<file path="config.mk">
export PLATFORM = sky130hd
export DESIGN_NAME = dac_ctrl_core
export DESIGN_NICKNAME = d
export VERILOG_FILES = /design/src/rtl/dac_ctrl_pkg.sv /design/src/rtl/dac_hold_decode.sv /design/src/rtl/dac_chan.sv /design/src/rtl/dac_ctrl_core.sv
export SDC_FILE = /design/constraint.sdc
export NUM_CORES = 1
export LEC_CHECK = 0
export ABC_CLOCK_PERIOD_IN_PS = 1300
export BUFFER_PORTS_ARGS = -buffer_cell sky130_fd_sc_hd__buf_2
export CAP_MARGIN = 20
export CELL_PAD_IN_SITES_DETAIL_PLACEMENT = 1
export CELL_PAD_IN_SITES_GLOBAL_PLACEMENT = 1
export CORE_ASPECT_RATIO = 1.2
export CORE_MARGIN = 8
export CORE_UTILIZATION = 39
export DETAILED_ROUTE_END_ITERATION = 10
export GPL_TIMING_DRIVEN = 0
export PLACE_DENSITY = 0.85
export SYNTH_ARGS = -nofsm -noshare
export SYNTH_HDL_FRONTEND = slang
export SYNTH_HIERARCHICAL = 1
export SYNTH_SLANG_ARGS = --single-unit
</file>
<file path="constraint.sdc">
create_clock -name clk -period 1.3 [get_ports clk]
set_input_delay 0.26 -clock clk [delete_from_list [all_inputs] [get_ports clk]]
set_output_delay 0.26 -clock clk [all_outputs]
set_load 0.02 [all_outputs]
</file>
<file path="src/rtl/dac_ctrl_pkg.sv">
package dac_ctrl_pkg;
   // register byte offsets
   localparam logic [7:0] OFS_CTRL = 8'h00;
   localparam logic [7:0] OFS_SWT  = 8'h04;
   localparam logic [7:0] OFS_WINA = 8'h08;
   localparam logic [7:0] OFS_WINB = 8'h14;
   localparam logic [7:0] OFS_WIND = 8'h20;
   localparam logic [7:0] OFS_OUTA = 8'h2C;
   localparam logic [7:0] OFS_OUTB = 8'h30;
   localparam logic [7:0] OFS_STAT = 8'h34;

   // field positions inside one 16-bit channel lane
   localparam int B_EN  = 0;
   localparam int B_TEN = 2;
   localparam int B_SEL = 3;
   localparam int B_DMA = 12;
   localparam int B_UIE = 13;
   localparam int B_UDR = 13;

   typedef enum logic [1:0] {
      FMT_R12  = 2'd0,
      FMT_L12  = 2'd1,
      FMT_R8   = 2'd2,
      FMT_NONE = 2'd3
   } fmt_e;
endpackage

</file>
<file path="src/rtl/dac_hold_decode.sv">
module dac_hold_decode
   import dac_ctrl_pkg::*;
#(
   parameter int CODE_W = 12
) (
   input  logic              we,
   input  logic [7:0]        addr,
   input  logic [31:0]       wdata,
   output logic [1:0]        ld,
   output logic [CODE_W-1:0] val_a,
   output logic [CODE_W-1:0] val_b
);
   localparam int NWIN = 3;
   localparam int NFMT = 3;
   localparam logic [7:0] WIN_BASE [NWIN] = '{OFS_WINA, OFS_WINB, OFS_WIND};

   fmt_e        fmt;
   logic        dual;
   logic [15:0] lane_a, lane_b;

   function automatic logic [CODE_W-1:0] fit(input logic [15:0] lane, input fmt_e f);
      case (f)
         FMT_L12: fit = lane[15 -: CODE_W];
         FMT_R8:  fit = {lane[7:0], {(CODE_W-8){1'b0}}};
         default: fit = lane[CODE_W-1:0];
      endcase
   endfunction

   always_comb begin
      ld   = '0;
      fmt  = FMT_NONE;
      dual = 1'b0;
      for (int w = 0; w < NWIN; w++) begin
         for (int f = 0; f < NFMT; f++) begin
            if (we && addr == WIN_BASE[w] + 8'(4*f)) begin
               fmt  = fmt_e'(2'(f));
               dual = (w == NWIN-1);
               ld   = (w == NWIN-1) ? 2'b11 : 2'(1 << w);
            end
         end
      end
   end

   always_comb begin
      lane_a = wdata[15:0];
      if (!dual)              lane_b = wdata[15:0];
      else if (fmt == FMT_R8) lane_b = {8'h00, wdata[15:8]};
      else                    lane_b = wdata[31:16];
   end

   assign val_a = fit(lane_a, fmt);
   assign val_b = fit(lane_b, fmt);
endmodule

</file>
<file path="src/rtl/dac_chan.sv">
module dac_chan
   import dac_ctrl_pkg::*;
#(
   parameter int CODE_W = 12,
   parameter int NSRC   = 7,
   parameter int SEL_W  = 3
) (
   input  logic              clk,
   input  logic              rst_n,
   input  logic              ctrl_we,
   input  logic [15:0]       ctrl_wd,
   input  logic              sw_set,
   input  logic              st_clr,
   input  logic              dhr_we,
   input  logic [CODE_W-1:0] dhr_wval,
   input  logic [NSRC-1:0]   hw_trig,
   input  logic              dma_ack,
   output logic [15:0]       ctrl_q,
   output logic              sw_q,
   output logic              evt_hw_q,
   output logic              evt_sw_q,
   output logic              udr_q,
   output logic [CODE_W-1:0] dhr_q,
   output logic [CODE_W-1:0] dor_q,
   output logic              dma_req
);
   localparam int NSEL = 1 << SEL_W;
   localparam logic [SEL_W-1:0] SW_CODE = SEL_W'(NSEL-1);
   localparam logic [15:0] SEL_MASK   = 16'(((1 << SEL_W) - 1) << B_SEL);
   localparam logic [15:0] FIELD_MASK = SEL_MASK | (16'd1 << B_EN) | (16'd1 << B_TEN)
                                      | (16'd1 << B_DMA) | (16'd1 << B_UIE);

   logic              en, ten, dma_en, armed, sw_armed, hw_fire, sw_fire, udr_set;
   logic [SEL_W-1:0]  sel;
   logic [NSRC-1:0]   hw_q;
   logic [NSEL-1:0]   rise_pad;
   logic [15:0]       ctrl_next;

   assign en       = ctrl_q[B_EN];
   assign ten      = ctrl_q[B_TEN];
   assign dma_en   = ctrl_q[B_DMA];
   assign sel      = ctrl_q[B_SEL +: SEL_W];
   assign armed    = en & ten;
   assign sw_armed = armed & (sel == SW_CODE);

   always_comb begin
      rise_pad = '0;
      rise_pad[NSRC-1:0] = hw_trig & ~hw_q;
   end

   assign hw_fire = armed & (sel != SW_CODE) & rise_pad[sel];
   assign sw_fire = sw_q & sw_armed & ~evt_sw_q;
   assign udr_set = evt_hw_q & dma_en & dma_req & ~dma_ack;

   // select field is frozen while the channel is enabled
   assign ctrl_next = (ctrl_wd & FIELD_MASK & ~SEL_MASK)
                    | (en ? (ctrl_q & SEL_MASK) : (ctrl_wd & SEL_MASK));

   always_ff @(posedge clk or negedge rst_n) begin
      if (!rst_n) begin
         ctrl_q   <= '0;
         sw_q     <= 1'b0;
         hw_q     <= '0;
         evt_hw_q <= 1'b0;
         evt_sw_q <= 1'b0;
         udr_q    <= 1'b0;
         dhr_q    <= '0;
         dor_q    <= '0;
         dma_req  <= 1'b0;
      end else begin
         hw_q     <= hw_trig;
         evt_hw_q <= hw_fire;
         evt_sw_q <= sw_fire;
         if (ctrl_we) ctrl_q <= ctrl_next;
         if (sw_set)                       sw_q <= 1'b1;
         else if (evt_sw_q || !sw_armed)   sw_q <= 1'b0;
         if (dhr_we) dhr_q <= dhr_wval;
         if (!ten || evt_hw_q || evt_sw_q) dor_q <= dhr_q;
         udr_q <= udr_set | (udr_q & ~st_clr);
         if (evt_hw_q && dma_en) dma_req <= 1'b1;
         else if (dma_ack)       dma_req <= 1'b0;
      end
   end
endmodule

</file>
<file path="src/rtl/dac_ctrl_core.sv">
module dac_ctrl_core
   import dac_ctrl_pkg::*;
#(
   parameter int CODE_W = 12,
   parameter int NSRC   = 7,
   parameter int SEL_W  = 3
) (
   input  logic              clk,
   input  logic              rst_n,
   input  logic              bus_we,
   input  logic [7:0]        bus_addr,
   input  logic [31:0]       bus_wdata,
   output logic [31:0]       bus_rdata,
   input  logic [NSRC-1:0]   hw_trig,
   input  logic [1:0]        dma_ack,
   output logic [1:0]        dma_req,
   output logic              irq,
   output logic [CODE_W-1:0] code_a,
   output logic [CODE_W-1:0] code_b
);
   localparam int NCH = 2;

   if (CODE_W < 9 || CODE_W > 16) begin : g_bad_code_w
      $error("CODE_W must lie in 9..16");
   end
   if (NSRC < 1 || NSRC > (1 << SEL_W) - 1) begin : g_bad_nsrc
      $error("NSRC must leave the top select code for software");
   end
   if (B_SEL + SEL_W > B_DMA) begin : g_bad_sel_w
      $error("select field overlaps DMA enable");
   end

   logic [1:0]            dhr_ld;
   logic [CODE_W-1:0]     val_a, val_b;
   logic [15:0]           ctrl_v [NCH];
   logic [NCH-1:0]        sw_v, evt_hw_v, evt_sw_v, udr_v, st_clr_v, en_v, ten_v, uie_v;
   logic [NCH*SEL_W-1:0]  sel_v;
   logic [NCH*CODE_W-1:0] dhr_v, dor_v;
   logic                  ctrl_we, swt_we, stat_we;

   assign ctrl_we = bus_we && bus_addr == OFS_CTRL;
   assign swt_we  = bus_we && bus_addr == OFS_SWT;
   assign stat_we = bus_we && bus_addr == OFS_STAT;

   dac_hold_decode #(.CODE_W(CODE_W)) u_dec (
      .we(bus_we), .addr(bus_addr), .wdata(bus_wdata),
      .ld(dhr_ld), .val_a(val_a), .val_b(val_b)
   );

   for (genvar i = 0; i < NCH; i++) begin : g_ch
      logic [CODE_W-1:0] dhr_i, dor_i;
      assign st_clr_v[i] = stat_we & bus_wdata[16*i + B_UDR];
      dac_chan #(.CODE_W(CODE_W), .NSRC(NSRC), .SEL_W(SEL_W)) u_chan (
         .clk(clk), .rst_n(rst_n),
         .ctrl_we(ctrl_we), .ctrl_wd(bus_wdata[16*i +: 16]),
         .sw_set(swt_we & bus_wdata[i]), .st_clr(st_clr_v[i]),
         .dhr_we(dhr_ld[i]), .dhr_wval(i == 0 ? val_a : val_b),
         .hw_trig(hw_trig), .dma_ack(dma_ack[i]),
         .ctrl_q(ctrl_v[i]), .sw_q(sw_v[i]),
         .evt_hw_q(evt_hw_v[i]), .evt_sw_q(evt_sw_v[i]),
         .udr_q(udr_v[i]), .dhr_q(dhr_i), .dor_q(dor_i),
         .dma_req(dma_req[i])
      );
      assign dhr_v[i*CODE_W +: CODE_W] = dhr_i;
      assign dor_v[i*CODE_W +: CODE_W] = dor_i;
      assign en_v[i]  = ctrl_v[i][B_EN];
      assign ten_v[i] = ctrl_v[i][B_TEN];
      assign uie_v[i] = ctrl_v[i][B_UIE];
      assign sel_v[i*SEL_W +: SEL_W] = ctrl_v[i][B_SEL +: SEL_W];
   end

   assign code_a = dor_v[0 +: CODE_W];
   assign code_b = dor_v[CODE_W +: CODE_W];
   assign irq    = |(udr_v & uie_v);

   always_comb begin
      bus_rdata = '0;
      case (bus_addr)
         OFS_CTRL: bus_rdata = {ctrl_v[1], ctrl_v[0]};
         OFS_SWT:  bus_rdata = {30'b0, sw_v};
         OFS_WINA: bus_rdata[CODE_W-1:0] = dhr_v[0 +: CODE_W];
         OFS_WINB: bus_rdata[CODE_W-1:0] = dhr_v[CODE_W +: CODE_W];
         OFS_OUTA: bus_rdata[CODE_W-1:0] = code_a;
         OFS_OUTB: bus_rdata[CODE_W-1:0] = code_b;
         OFS_STAT: begin
            bus_rdata[B_UDR]      = udr_v[0];
            bus_rdata[16 + B_UDR] = udr_v[1];
         end
         default:  bus_rdata = '0;
      endcase
   end
endmodule

</file>
==> results of run 1 <==
-- worst max-delay path by stage --
stage / from / to
finish: bus_addr[7] / g_ch[1].u_chan/dhr_q[6]
global route: bus_we / g_ch[1].u_chan/dhr_q[6]
CTS: bus_addr[6] / g_ch[1].u_chan/dhr_q[5]
detailed placement: bus_addr[4] / g_ch[1].u_chan/dhr_q[6]
global placement: bus_addr[0] / g_ch[1].u_chan/dhr_q[6]
floorplan: bus_addr[0] / g_ch[1].u_chan/dhr_q[5]
-- where the power goes --
group	internal (uW)	switching, uW	leakage (uW)	total (uW)
clock	1670	1120	0.000146	2790
combinational	947	943	0.00259	1890
sequential	2990	366	0.00111	3360
-- cell type report --
cell class / instances / area, um2 / area share
multi-input combinational: 370 / 3650 / 0.449
tap: 171 / 214 / 0.0263
timing repair buffer: 160 / 1240 / 0.152
inverter: 12 / 45.0 / 0.00554
clock inverter: 4 / 72.6 / 0.00892
buffer: 50 / 526 / 0.0646
sequential: 86 / 2150 / 0.265
clock buffer: 11 / 233 / 0.0286
-- repair_timing --
| action | CTS | global route |
|---|---|---|
| endpoints found under the hold margin | 17 | 0 |
| pin swaps | 36 | 22 |
| gates cloned | 5 | 1 |
| endpoints found under the setup margin | 85 | 90 |
| buffers inserted | 39 | 17 |
| hold buffers | 1 | 0 |
| resized for setup | 180 | 50 |
-- synth_stat cells, types with 2 or more instances --
| cell | number |
|---|---|
| o211ai_2 | 10 |
| nor2_1 | 8 |
| nand2_1 | 28 |
| buf_4 | 23 |
| o221ai_1 | 5 |
| nor4bb_1 | 2 |
| nor2b_1 | 9 |
| nor4b_1 | 2 |
| dfrtp_1 | 86 |
| nor4b_2 | 2 |
| o41ai_1 | 4 |
| mux2_2 | 74 |
| and4_1 | 2 |
| a31oi_1 | 2 |
| buf_6 | 4 |
| buf_2 | 12 |
| mux2i_1 | 8 |
| inv_1 | 12 |
| o21ai_0 | 19 |
| and2_1 | 4 |
| and3_1 | 35 |
| nand4_1 | 13 |
| o22ai_1 | 5 |
| nand3b_1 | 4 |
| o211ai_1 | 12 |
| a22o_1 | 3 |
| clkbuf_1 | 13 |
| a22oi_1 | 8 |
| nor3b_1 | 13 |
| nand2b_1 | 10 |
| a21oi_1 | 3 |
| or2_2 | 2 |
| ha_1 | 2 |
| nor3b_2 | 2 |
| nor4_4 | 3 |
| nor4b_4 | 2 |
| conb_1 | 2 |
| nand3_1 | 36 |
-- registers in the layout, summed over array words and instances, names as in the netlist --
signal and flops:
g_ch.u_chan/dhr_q 24, g_ch.u_chan/dor_q 24, g_ch.u_chan/ctrl_q 14, g_ch.u_chan/hw_q 14, g_ch.u_chan/dma_req 2, g_ch.u_chan/evt_hw_q 2, g_ch.u_chan/evt_sw_q 2, g_ch.u_chan/sw_q 2
g_ch.u_chan/udr_q 2
-- cell families after synthesis --
kind of cell,after synthesis,synth area share
other,2,0.00140
muxes,84,0.178
DFF,86,0.402
adders and majority gates,2,0.00468
and+or+nand+nor,186,0.228
buffers and inverters,66,0.0711
AOI/OAI and AO/OA,80,0.115
-- stage by stage --
step	total power, uW	setup slack, ns
4_1_cts	7850	-1.04
6_report	8040	-1.13
3_3_place_gp	4690	-1.67
2_1_floorplan	4110	-1.24
5_1_grt	8270	-1.15
3_5_place_dp	4790	-1.69
-- routing by layer --
layer / track usage / vias to the layer above / wire (um)
met1: 0.281 / 2679 / 8760
li1: - / 2231 / -
met3: 0.0457 / 93 / 1600
met4: 0.147 / 0 / 1500
met2: 0.451 / 290 / 12200
met5: 0 / - / 0
-- placed cells by master, fill, tap and decap left out, types with 6 or more instances in the layout --
cell type,Yosys,layout
conb_1,2,18
inv_1,12,11
nand2_1,28,22
buf_8,0,12
o211ai_1,12,12
nor2_1,8,7
buf_4,23,61
mux2_4,1,65
mux2i_4,0,6
dfrtp_1,86,84
o211ai_2,10,10
buf_6,4,45
and3_4,0,9
nand3_1,36,16
nor3b_1,13,10
nand4_1,13,13
a22oi_2,0,8
clkbuf_16,0,11
o21ai_2,0,17
nor2b_1,9,6
buf_2,12,77
nand3_2,0,19
and3_1,35,26
nand2b_1,10,9
mux2_2,74,10
==> impl_metrics.csv, run 1 <==
group,metric,value,unit
worst_setup_path,arrival,2.66,ns
worst_setup_path,critical-path-top-delay-family,"simple AND/OR/NAND/NOR gates",
layout,final_cell_area,8130,um2
sta,rsz0062_at_grt,"yes",
yosys,ys_seq_area_frac,0.402,
floorplanning,die_w,123,um
outcome,status,"finished with violations",
route,drt_pass1_iterations,5,
min_path,min_to,"g_ch[0].u_chan/hw_q[5]",
worst_setup_path,crit_type,"input port to flop",
worst_setup_path,worstSetupEndpointType,"flop",
clock_network,clock_sinks,86,
worst_setup_path,required,1.53,ns
floorplanning,num_rows,47,
sta,relSlewSlack,0.535,
place,placedCellCount,793,
layout,area_growth,52.0,%
min_path,hold_class,"input port to flop",
route,drtAntennaViolNets,0,
sta,max_clock_freq,411,MHz
worst_setup_path,r2r_start,"g_ch[0].u_chan/ctrl_q[2]",
route,drt-wirelength-per-cell,27.9,um
grt,grt_pass1_vias,5647,
worst_setup_path,crit_buf_inv,2,
worst_setup_path,path_depth,10,
sta,finalCriticalPeriod,2.43,ns
yosys,async_flop_share,1.00,
worst_setup_path,cp_slowest_cell,"or4b_4",
grt,grt_pass1_wl,33900,um
yosys,yosysTopAreaCellShare,0.402,
worst_setup_path,r2r-end,"g_ch[0].u_chan/dor_q[10]",
sta,whs,0.0589,ns
floorplanning,start_util,0.394,
grt,antenna_found_initial,0,
sta,fin_skew,0.00613,ns
floorplanning,core,13600,um2
grt,grtUsageTotal,0.255,
yosys,syn_area,5350,um2
yosys,syn_area_per_cell,10.6,um2
clock_network,cts_tree,"yes",
sta,drv_slew,0,
place,dp_hpwl,14700,um
layout,fin_util,0.599,
sta,period_share,1.87,
power_and_ir_drop,peakVddDrop,0.646,mV
floorplanning,io-pin-count,111,
route,drt_drc_violations_left,0,
min_path,hold_depth,1,
place,numPortBuffers,99,
min_path,min_from,"hw_trig[5]",
worst_setup_path,worstSetupStartpointType,"input port",
layout,antennaDiodeCount,0,
route,vias,5293,
yosys,ys.flop_type,"dfrtp_1",
job,maxCapViolations,0,
layout,num-fill-cells,1407,
sta,worst-slew-pin-transition,0.688,ns
clock_network,clkTransAtPathRegs,0.07,ns
floorplanning,dieArea,17700,um2
sta,tns,-47.54,ns
sta,setup_viol,89,
outcome,violations,"setup timing",
worst_setup_path,cp_cell_sequence,"buf_8, or4b_4, nor2_4, and2_4, ha_4, clkbuf_16, mux2_4, o211ai_1, o221ai_2, mux2_4",
layout,drive_gt1_frac,0.602,
yosys,synth_cell_types,60,
layout,stdcell_count,864,
yosys,syn_inst,506,
worst_setup_path,reg2reg_slack,-0.15,ns
worst_setup_path,cpMostUsedCell,"mux2_4",
clock_network,insertion_delay,0.35,ns
clock_network,root_buffer,"clkbuf_16",
yosys,synth-edff-count,0,
grt,grt_overflow_total,0,
route,drt_iter0_drc,358,
yosys,ys_ff_latch,86,
yosys,ys_warn_count,6,
worst_setup_path,r2r_cells,3,
yosys,synthTopCellsByArea,"dfrtp_1 40%, mux2_2 16%, and3_1 4.1%, nand3_1 3.4%, buf_4 3.2%",
clock_network,cts_max_path_buffers,2,
floorplanning,fp.dieH,144,um
worst_setup_path,cp_max_fo,8,
clock_network,htreeDepth,3,
clock_network,cts_made_buffers,9,
route,drt-vias-per-instance,6.13,
layout,fin_nets,743,
yosys,synth_top_area_cell,"dfrtp_1",
place,postPlaceCellArea,6570,um2
power_and_ir_drop,p_leak,0.00384,uW
power_and_ir_drop,power.density,989,nW/um2
grt,grt_start_max_net_pins,70,
route,wl,24100,um
worst_setup_path,cp_slowest_stage_delay,0.58,ns
sta,hold_violations,0,
sta,worst_slack,-1.13,ns
place,gp_congestion,0.894,
No activity file was read; power rests on OpenSTA's default activity.
==> run 2, diff against run 1 <==
--- a/config.mk
+++ b/config.mk
@@ -5,17 +5,18 @@
 export SDC_FILE = /design/constraint.sdc
 export NUM_CORES = 1
 export LEC_CHECK = 0
-export ABC_CLOCK_PERIOD_IN_PS = 1300
+export ABC_CLOCK_PERIOD_IN_PS = 2970
 export BUFFER_PORTS_ARGS = -buffer_cell sky130_fd_sc_hd__buf_2
 export CAP_MARGIN = 20
 export CELL_PAD_IN_SITES_DETAIL_PLACEMENT = 1
 export CELL_PAD_IN_SITES_GLOBAL_PLACEMENT = 1
 export CORE_ASPECT_RATIO = 1.2
 export CORE_MARGIN = 8
-export CORE_UTILIZATION = 39
+export CORE_UTILIZATION = 47
 export DETAILED_ROUTE_END_ITERATION = 10
 export GPL_TIMING_DRIVEN = 0
-export PLACE_DENSITY = 0.85
+export PLACE_DENSITY = 0.95
+export REMOVE_ABC_BUFFERS = 1
 export SYNTH_ARGS = -nofsm -noshare
 export SYNTH_HDL_FRONTEND = slang
 export SYNTH_HIERARCHICAL = 1
==> constraint.sdc (replaced) <==
create_clock -name clk -period 2.97 [get_ports clk]
set_input_delay 0.594 -clock clk [delete_from_list [all_inputs] [get_ports clk]]
set_output_delay 0.594 -clock clk [all_outputs]
set_load 0.02 [all_outputs]
==> impl_metrics.csv, run 2 (synthesis results as in run 1) <==
group,metric,value,unit
outcome,status,"finished with violations",
outcome,violations,"setup timing",
worst_setup_path,cp_max_fo,7,
worst_setup_path,cp_slowest_stage_delay,0.65,ns
worst_setup_path,r2r_cells,2,
place,numPortBuffers,99,
route,vias,5066,
worst_setup_path,path_depth,10,
job,maxCapViolations,0,
layout,stdcell_count,769,
worst_setup_path,cp_cell_sequence,"buf_2, or4b_4, nor2_4, and2_2, ha_4, buf_12, mux2_2, o21ai_0, o22ai_2, mux2_2",
worst_setup_path,crit_type,"input port to flop",
power_and_ir_drop,p_total,3320,uW
place,gp_congestion,0.866,
place,dp_hpwl,13100,um
worst_setup_path,cpMostUsedCell,"mux2_2",
layout,final_cell_mix,"96 x buf_2, 86 x dfrtp_1, 74 x mux2_2",
worst_setup_path,cp_slowest_cell,"or4b_4",
route,drt-vias-per-instance,6.59,
power_and_ir_drop,power_frac_seq,0.433,
clock_network,root_buffer,"clkbuf_16",
power_and_ir_drop,p_int,2300,uW
clock_network,cts_tree,"yes",
sta,tns,-0.567,ns
min_path,hold_class,"input port to asynchronous set/reset pin",
layout,fin_nets,663,
sta,hold_violations,0,
floorplanning,io-pin-count,111,
floorplanning,fp.dieH,133,um
power_and_ir_drop,clkPwrFrac,0.380,
sta,drv_slew,0,
floorplanning,dieArea,15100,um2
sta,finalCriticalPeriod,3.12,ns
place,placedCellCount,728,
sta,worst_slack,-0.147,ns
route,drt_pass1_iterations,5,
power_and_ir_drop,p_leak,0.00314,uW
clock_network,cts_made_buffers,9,
clock_network,cts_hold_buf,0,
sta,max_clock_freq,321,MHz
route,drt_iter0_drc,539,
worst_setup_path,arrival,3.36,ns
floorplanning,start_util,0.483,
power_and_ir_drop,swShare,0.308,
worst_setup_path,worstSetupEndpointType,"flop",
floorplanning,core,11100,um2
sta,relSlewSlack,0.430,
route,drtAntennaViolNets,0,
worst_setup_path,crit_buf_inv,2,
power_and_ir_drop,switchingPower,1020,uW
clock_network,clkTransAtPathRegs,0.07,ns
clock_network,insertion_delay,0.36,ns
route,wl,22700,um
layout,reg_top3,"g_ch.u_chan/dhr_q (24), g_ch.u_chan/dor_q (24)",
power_and_ir_drop,pwr-share-comb,0.187,
grt,grt_pass1_wl,31800,um
worst_setup_path,worstSetupStartpointType,"input port",
sta,fin_skew,0.00644,ns
layout,drive_gt1_frac,0.425,
grt,grt_overflow_total,0,
power_and_ir_drop,peakVddDrop,0.469,mV
power_and_ir_drop,power.density,513,nW/um2
floorplanning,die_w,113,um
grt,antenna_found_initial,2,
place,pre_cts_ws,-1.20,ns
grt,grt_pass1_vias,5422,
worst_setup_path,required,3.22,ns
route,drt_drc_violations_left,0,
clock_network,htreeDepth,3,
worst_setup_path,critical-path-top-delay-family,"simple AND/OR/NAND/NOR gates",
floorplanning,num_rows,42,
sta,setup_viol,10,
grt,grt_start_max_net_pins,45,
route,drt-wirelength-per-cell,29.5,um
grt,grtUsageTotal,0.275,
sta,worst-slew-pin-transition,0.853,ns
clock_network,clock_sinks,86,
sta,period_share,1.05,
layout,layout_commonest_cell,"buf_2",
layout,area_growth,21.1,%
clock_network,cts_max_path_buffers,2,
run 2: cell count changes in the layout (fill, tap and decap cells not counted), sizes merged:
cell         delta
clkbuf         -11
diode           +1
dlygate4sd3     -1
clkinv          +1
buf            -70
clkinvlp        +2
run 2: repair_timing:
action / 4_1_cts / 5_1_grt
gates cloned: 0 / 0
pin swaps: 2 / 2
resized for setup: 13 / 7
buffers inserted: 13 / 11
setup endpoints to repair: 50 / 25
hold endpoints to repair: 0 / 0
run 2: cell type report:
class	instances	area, um2
multi-input combinational	370	2960
clock buffer	9	225
fill	1218	4610
antenna	1	2.50
sequential	86	2150
inverter	12	48.8
clock inverter	7	96.3
timing repair buffer	130	803
tap	154	193
run 2: path summary, 6_finish.rpt:
kind | start | end | slack [ns]
setup / recovery | bus_addr[6] | g_ch[1].u_chan/dhr_q[3] | -0.15
hold / removal | rst_n | g_ch[0].u_chan/dhr_q[5] | 0.24
max in group asynchronous | rst_n | g_ch[1].u_chan/dhr_q[2] | 2.07
min in group clk | hw_trig[1] | g_ch[1].u_chan/hw_q[1] | 0.39
hold reg to reg | g_ch[0].u_chan/dma_req | g_ch[0].u_chan/dma_req | 0.50
setup reg to reg | g_ch[0].u_chan/ctrl_q[2] | g_ch[0].u_chan/dor_q[1] | 1.25
run 2: power by group through the flow:
stage | registers, uW | logic, uW | clock network [uW]
floorplan | 1480 | 236 | 0
global placement | 1420 | 529 | 0
detailed placement | 1440 | 569 | 0
CTS | 1420 | 588 | 1240
global route | 1450 | 648 | 1310
finish | 1440 | 620 | 1260
run 2: metrics by stage:
stage                     instance area, um2  hold slack, ns   util
final                                   6480           0.237  0.584
after global routing                    6480           0.270  0.584
after CTS                               6340           0.260  0.572
after detailed placement                5870           0.490  0.529
after global placement                  5760           0.486  0.520
after floorplan                         5070           0.298      -
run 2: metal layers:
metal / GRT usage / wire (um) / up-vias
met1: 0.303 / 8140 / 2544
met3: 0.0578 / 1910 / 109
met4: 0.177 / 1440 / 2
li1: - / - / 2061
met2: 0.470 / 11200 / 350
met5: 0 / 8 / -
